<file path="src/rtl/swc_pkg.sv">
package swc_pkg;
  localparam int unsigned SW_COUNT   = 8;
  localparam int unsigned SYNC_DEPTH = 2;
  localparam int unsigned PIN_COUNT  = 3;
  localparam int unsigned IDX_SCLK   = 0;
  localparam int unsigned IDX_FSEL   = 1;
  localparam int unsigned IDX_SDI    = 2;
endpackage

</file>
<file path="src/rtl/swc_sync.sv">
module swc_sync #(
  parameter int unsigned W       = 3,
  parameter int unsigned STAGES  = 2,
  parameter logic [W-1:0] RST_VAL = '0
) (
  input  logic         clk_i,
  input  logic         rst_ni,
  input  logic [W-1:0] pin_i,
  output logic [W-1:0] level_o,
  output logic [W-1:0] rise_o,
  output logic [W-1:0] fall_o
);
  logic [W-1:0] stg_q [STAGES];
  logic [W-1:0] prev_q;

  always_ff @(posedge clk_i or negedge rst_ni) begin
    if (!rst_ni) begin
      for (int s = 0; s < STAGES; s++) stg_q[s] <= RST_VAL;
      prev_q <= RST_VAL;
    end else begin
      stg_q[0] <= pin_i;
      for (int s = 1; s < STAGES; s++) stg_q[s] <= stg_q[s-1];
      prev_q <= stg_q[STAGES-1];
    end
  end

  assign level_o = stg_q[STAGES-1];
  assign rise_o  = level_o & ~prev_q;
  assign fall_o  = ~level_o & prev_q;

  for (genvar b = 0; b < W; b++) begin : g_chk
    // strobe only after the pin itself has moved, STAGES cycles earlier
    p_rise_from_pin_r8: assert property (@(posedge clk_i) disable iff (!rst_ni)
      rise_o[b] |-> $past(pin_i[b], STAGES));
    p_fall_from_pin_r8: assert property (@(posedge clk_i) disable iff (!rst_ni)
      fall_o[b] |-> !$past(pin_i[b], STAGES));
  end
endmodule

</file>
<file path="src/rtl/swc_shifter.sv">
module swc_shifter #(
  parameter int unsigned W = 8
) (
  input  logic         clk_i,
  input  logic         rst_ni,
  input  logic         fsel_ni,
  input  logic         sclk_fall_i,
  input  logic         sclk_rise_i,
  input  logic         sdi_i,
  output logic [W-1:0] shreg_o,
  output logic         sdo_o
);
  logic [W-1:0] shreg_q;
  logic         sdo_q;

  always_ff @(posedge clk_i or negedge rst_ni) begin
    if (!rst_ni) begin
      shreg_q <= '0;
      sdo_q   <= 1'b0;
    end else begin
      if (sclk_fall_i && !fsel_ni) shreg_q <= {shreg_q[W-2:0], sdi_i};
      if (sclk_rise_i && !fsel_ni) sdo_q <= shreg_q[W-1];
    end
  end

  assign shreg_o = shreg_q;
  assign sdo_o   = sdo_q;

  p_idle_hold_r5: assert property (@(posedge clk_i) disable iff (!rst_ni)
    fsel_ni |=> $stable(shreg_q));
  p_shift_in_r2: assert property (@(posedge clk_i) disable iff (!rst_ni)
    (sclk_fall_i && !fsel_ni) |=> shreg_q[0] == $past(sdi_i));
  p_sdo_msb_r6: assert property (@(posedge clk_i) disable iff (!rst_ni)
    (sclk_rise_i && !fsel_ni) |=> sdo_q == $past(shreg_q[W-1]));
endmodule

</file>
<file path="src/rtl/swc_latch.sv">
module swc_latch #(
  parameter int unsigned W = 8
) (
  input  logic         clk_i,
  input  logic         rst_ni,
  input  logic         frame_end_i,
  input  logic [W-1:0] data_i,
  output logic [W-1:0] sw_o
);
  logic [W-1:0] sw_q;

  always_ff @(posedge clk_i or negedge rst_ni) begin
    if (!rst_ni)          sw_q <= '0;
    else if (frame_end_i) sw_q <= data_i;
  end

  assign sw_o = sw_q;

  p_only_at_end_r4: assert property (@(posedge clk_i) disable iff (!rst_ni)
    !frame_end_i |=> $stable(sw_q));
  p_load_r7: assert property (@(posedge clk_i) disable iff (!rst_ni)
    frame_end_i |=> sw_q == $past(data_i));
endmodule

</file>
<file path="src/rtl/swc_top.sv">
module swc_top
  import swc_pkg::*;
#(
  parameter int unsigned N_SW   = SW_COUNT,
  parameter int unsigned STAGES = SYNC_DEPTH
) (
  input  logic            clk_i,
  input  logic            rst_ni,
  input  logic            sclk_i,
  input  logic            fsel_ni,
  input  logic            sdi_i,
  output logic [N_SW-1:0] sw_en_o,
  output logic            sdo_oe_o
);
  localparam logic [PIN_COUNT-1:0] PIN_IDLE =
    PIN_COUNT'((1 << IDX_SCLK) | (1 << IDX_FSEL));

  logic [PIN_COUNT-1:0] pins, lvl, rise, fall;
  logic [N_SW-1:0]      shreg;
  logic                 sdo;

  always_comb begin
    pins = '0;
    pins[IDX_SCLK] = sclk_i;
    pins[IDX_FSEL] = fsel_ni;
    pins[IDX_SDI]  = sdi_i;
  end

  swc_sync #(.W(PIN_COUNT), .STAGES(STAGES), .RST_VAL(PIN_IDLE)) u_sync (
    .clk_i, .rst_ni, .pin_i(pins), .level_o(lvl), .rise_o(rise), .fall_o(fall)
  );

  swc_shifter #(.W(N_SW)) u_shift (
    .clk_i, .rst_ni,
    .fsel_ni(lvl[IDX_FSEL]),
    .sclk_fall_i(fall[IDX_SCLK]),
    .sclk_rise_i(rise[IDX_SCLK]),
    .sdi_i(lvl[IDX_SDI]),
    .shreg_o(shreg),
    .sdo_o(sdo)
  );

  swc_latch #(.W(N_SW)) u_latch (
    .clk_i, .rst_ni,
    .frame_end_i(rise[IDX_FSEL]),
    .data_i(shreg),
    .sw_o(sw_en_o)
  );

  assign sdo_oe_o = ~sdo;

  p_reset_open_r1: assert property (@(posedge clk_i) !rst_ni |-> sw_en_o == '0);
endmodule

</file>
<file path="config.mk">
export PLATFORM = sky130hd
export DESIGN_NAME = swc_top
export DESIGN_NICKNAME = d
export VERILOG_FILES = /design/src/rtl/swc_pkg.sv /design/src/rtl/swc_sync.sv /design/src/rtl/swc_shifter.sv /design/src/rtl/swc_latch.sv /design/src/rtl/swc_top.sv
export SDC_FILE = /design/constraint.sdc
export NUM_CORES = 1
export LEC_CHECK = 0
export BUFFER_PORTS_ARGS = -buffer_cell sky130_fd_sc_hd__buf_4
export CAP_MARGIN = 20
export CORE_MARGIN = 4
export CORE_UTILIZATION = 47
export CTS_CLUSTER_SIZE = 16
export DETAILED_ROUTE_END_ITERATION = 10
export GPL_TIMING_DRIVEN = 0
export HOLD_SLACK_MARGIN = 0.03
export MAX_ROUTING_LAYER = met4
export PLACE_DENSITY_LB_ADDON = 0.05
export SLEW_MARGIN = 15
export SYNTH_ARGS = -nofsm -noshare
export SYNTH_HDL_FRONTEND = slang
export SYNTH_SLANG_ARGS = --single-unit
</file>
<file path="constraint.sdc">
create_clock -name clk_i -period 1.4 [get_ports clk_i]
set_input_delay 0.07 -clock clk_i [delete_from_list [all_inputs] [get_ports clk_i]]
set_output_delay 0.07 -clock clk_i [all_outputs]
set_load 0.01 [all_outputs]
</file>
Word-level counts from Yosys, hierarchy flattened. Cells that the tools add are included.

Bitwise operators: 5. Reduce and logical (&&, ||, !) cells: 3.

Operators by type and width (count): bitwise AND 2 bit (1); logical AND 1 bit (2); inverter 1 bit (2); inverter 2 bit (1); bitwise AND 1 bit (1); zero test 1 bit (1).

Register bits: 25. Input port bits: 5. Output and inout port bits: 9. Word-level logic and storage cells: 14.

Logic depth before layout (Yosys ltp).
Depth after elaboration: 3. Gate-level depth with buffers: 3.

By module. A second synthesis with hierarchy kept.

Cells, all modules: 57. Area total of the unflattened synthesis: 1023.5 um2.

Modules (own cells, without submodules): swc_shifter (instances 1, cells each 21, area an instance 380.4 um2); swc_latch (instances 1, cells each 17, area an instance 331.6 um2); swc_sync (instances 1, cells each 18, area an instance 307.8 um2); swc_top (instances 1, cells each 1, area an instance 3.8 um2).

Worst setup path before layout. OpenSTA, ideal clock, no wires.

Path type: register to register. Start: register u_sync.prev_q[0]. End: register u_shift.shreg_q[0], in the netlist u_shift.shreg_o[0]. Data arrival time: 1199 ps. Slack: 76 ps. Cell stages (with the launch flop): 3. Cell sequence: dfstp_2 -> nor3b_4 -> mux2_2.

Cells in the longest elaborated chain, start to end: 2.

Ends and longest elaborated chain: start, declared (line swc_sync.sv:14) `logic [W-1:0] prev_q;`; start signal, assigned (line swc_sync.sv:23) `prev_q <= stg_q[STAGES-1];`; bitwise AND 1 bit (line swc_sync.sv:29) `assign fall_o = ~level_o & prev_q;`; logical AND 1 bit (line swc_shifter.sv:21) `if (sclk_fall_i && !fsel_ni) shreg_q <= {shreg_q[W-2:0], sdi_i};`; end signal, assigned (line swc_shifter.sv:21); end, declared (line swc_shifter.sv:13) `logic [W-1:0] shreg_q;`.

Every way passes these cells. A chain may end at the register's enable or synchronous reset.

Final worst setup path.
Start: register u_sync.prev_q[0]. End: register u_shift.shreg_q[1], in the netlist u_shift.shreg_o[1].

Same word-level chain as after synthesis.

==> run summary <==
The run finished with clean final reports. CTS built an H-tree with a depth of 1. For this block, the routed nets add up to ~1100 um of wire. The maximum achievable frequency came out at ~750 MHz. Global routing used 10.8% of the available tracks across all layers. The antenna diode instance count came out at 0. The worst setup path is launched from a flop. Ranked by total cell area, the synthesized netlist is headed by dfrtp_1, mux2_2, dfstp_2. The hold violation count in the final report was 0. The fraction of power consumed by sequential logic came out at 58.5%.

The final number of setup-violating endpoints came out at 0. The synthesis-to-finish area growth came out at 25.6%. The maximum number of pins on one net before global-route repair is 26.

The capture point of the worst reg-to-reg path is u_shift.shreg_o[1]. Summing the areas of all fa, ha and maj instances in the mapped netlist gives 0% of the synthesized area. Summed over all layers, the global routing overflow is 0.

During synthesis, Yosys emitted a total of 0 warnings. Summing the areas of all xor and xnor instances in the mapped netlist gives 0% of the synthesized area. Of the cells placed in the final design, the portion with a size suffix greater than 1 is around three fifths.

Summed over all nets, the half-perimeter wirelength after detailed placement is between 700 and 800 um. The total power divided by cell area is about 1600 nW/um2. The first global-routing pass estimated roughly 2000 um of wire. CTS placed an instance of clkbuf_4 at the clock tree root. Measured against the total synthesized area, the mux share comes to approximately 22%. The count of distinct cell types in the synthesized netlist came out at 8. Once the floorplan was initialized, standard cells occupied approximately half of the core.

The number of nets with antenna violations after detailed routing came out at 0. In this run, synthesis produced a sequential element count of 25. The port buffer count came out at 13. The net count after synthesis is 52.

Using the TritonRoute via totals, the vias-per-cell ratio works out to ~4.7. Across the VDD grid, the largest voltage drop is roughly 0.86 mV. The startpoint identified for the worst register-to-register timing path is u_sync.prev_q[0].

The synthesized-area fraction occupied by ao, oa, aoi and oai cells came out at 0%. Routability-driven placement finished with a final weighted congestion of ~0.66. For the worst-skew pair, the clock arrives at the later sink with an insertion delay of about 300 ps. By area, the combinational part of the netlist is dominated by multiplexers. The area of the die came out at between 2000 and 3000 um2. The detailed router placed around 450 vias in this run. For this run, the register share of the synthesized area comes to between 70% and 80%.

The share of total power dissipated in the clock network is ~17%. The number of pins exceeding their max-slew limit in the final report came out at 0. The height of the die came out at a little over 50 um. The number of DRC violations after detailed-routing iteration 0 is 2. The smallest clock period supported by the final layout is computed as 1330 ps. The slack of the worst reg-to-reg path is around 68 ps. The number of maximum-capacitance constraint violations came out at 0. The critical path class is reg -> reg.

The most critical setup path has its endpoint at u_shift.shreg_o[1]. The clock-pin slew on the worst setup and hold paths came out at 120 ps. The worst hold slack came out at 179 ps.

The net load switching power is approximately 450 uW. The pin slew with the least headroom to its limit is ~290 ps. The number of search-and-repair iterations in the first detailed-routing pass came out at 2.

The mean cell area of the mapped netlist came out at 18.5 um2. The share of synthesized cell area in and, or, nand and nor gates came out at under 10%. Measured along the x axis, the die boundary spans 51.0 um. The leakage power came out at between 0.5 and 0.6 nW. The worst hold path belongs to the class in -> async. Setup repair after global routing left no endpoint under its margin. The worst register-to-register path has a depth of 3.

The number of top-level pins is 14. The internal power consumption came out at 1.33 mW. Overall power consumption after layout is estimated at 1.79 mW. The core area came out at ~1700 um2. The number of nets in the finished design came out at 76.

Counting the buffers created by CTS gives 3. The maximum buffer depth of the clock tree is 2. The synthesized netlist occupies a cell area of between 800 and 900 um2. The number of DRC violations after detailed routing is 0. The CTS tree is done. The post-place instance area came out at between 900 and 1000 um2. The filler cells instantiated in the layout total ~120. The start point of the critical path is u_sync.prev_q[0].

After layout, the worst path uses about 95% of the clock period. The number of clock sinks came out at 25. In this run the worst path has a maximum fanout of 8. The detailed-route wire length per cell came out at 11.5 um.

The quantity of gates resized following cts is 0. Combinational logic burns approximately a quarter of the power. After routing the design area is between 1000 and 1500 um2.

The cell count after synthesis came out at 47. The worst setup path is captured at a flop. The most area-hungry cell type in the Yosys netlist is dfrtp_1. The fraction of post-synthesis cell area in the top cell type by area came out at 54.8%. The number of cell rows is 15.

The worst path required time is about 1600 ps. The critical path arrival came out at approximately 1500 ps. The worst slew slack as a fraction of its limit came out at between 80% and 90%. Across the routed clock network, the largest skew measured is between 1.5 and 2 ps. The via count of the first global-routing pass is just under 500.

The number of antenna violations at the first check in global routing is 0. The post-route core utilization is a little over three fifths. Net switching is between 20% and 30% of the power.
-- layer usage --
layer  track usage (%)  up-vias  share of wire [%]
li1                  -      208                  -
met1              10.9      226                 43
met2              18.5       11                 52
met3              3.50        0                5.7
met4              5.38        0                  0
met5                 -        -                  0
-- how the worst min path moves through the flow --
stage                            to  depth (start not counted)
floorplan           u_latch.sw_o[0]                          0
global placement      u_shift.sdo_o                          1
detailed placement  u_sync.stg_q[5]                          1
CTS                   u_shift.sdo_o                          2
global route          u_shift.sdo_o                          2
finish              u_sync.stg_q[5]                          2
-- area by class of cell --
cell class | count | area [um2] | area share [%]
Buffer | 1 | 7.51 | 0.688
Clock buffer | 4 | 26.3 | 2.41
Inverter | 1 | 3.75 | 0.344
Multi-Input combinational cell | 20 | 224 | 20.5
Sequential cell | 25 | 633 | 58.0
Tap cell | 25 | 31.3 | 2.87
Timing Repair Buffer | 19 | 165 | 15.1
-- Yosys cell counts, drive strengths merged --
cell	number
mux2	17
dfstp	6
inv	1
buf	1
nor3b	2
dfrtp	19
nor2b	1
-- per-stage QoR --
step / instances / setup slack, ps / setup TNS, ps
2_1_floorplan: 47 / 75.9 / 0
3_3_place_gp: 85 / -9.08 / -61.5
3_5_place_dp: 85 / -10.4 / -56.1
4_1_cts: 94 / 23.4 / 0
5_1_grt: 95 / 2.47 / 0
6_report: 95 / 68.5 / 0
-- sequential cells by signal (all words and copies together) (netlist names) --
register,flops
u_latch.sw_o,8
u_shift.shreg_o,8
u_sync.level_o,3
u_sync.stg_q,3
u_sync.prev_q,2
u_shift.sdo_o,1
-- power by group through the flow --
stage	combinational, mW	clock, mW	sequential [mW]
2_1_floorplan	0.195	0	1.08
3_3_place_gp	0.432	0	1.06
3_5_place_dp	0.441	0	1.06
4_1_cts	0.455	0.313	1.05
5_1_grt	0.493	0.357	1.07
6_report	0.448	0.295	1.05
-- cells in the final DEF, fill, tap and decap left out --
cell type,count
mux2_2,17
nor2b_1,1
clkbuf_4,3
buf_12,1
inv_1,1
nor3b_1,1
dlygate4sd3_1,4
buf_4,15
dfstp_2,6
nor3b_4,1
dfrtp_1,19
clkbuf_1,1
-- timing repair --
action,CTS,global route
hold buffers,4,0
hold endpoints to repair,28,0
setup buffers,1,1
endpoints found under the setup margin,8,7
-- critical path: stages (launching register included) --
cell     delay (ps)
dfstp_2         550
nor3b_4         210
buf_12          150
mux2_2          320
-- logic make-up (layout without fill, tap and decap cells) --
| group | after synthesis | after routing |
|---|---|---|
| buf+inv | 2 | 25 |
| simple gates | 3 | 3 |
| flops | 25 | 25 |
| mux | 17 | 17 |
(Power assumes the default switching activity.)
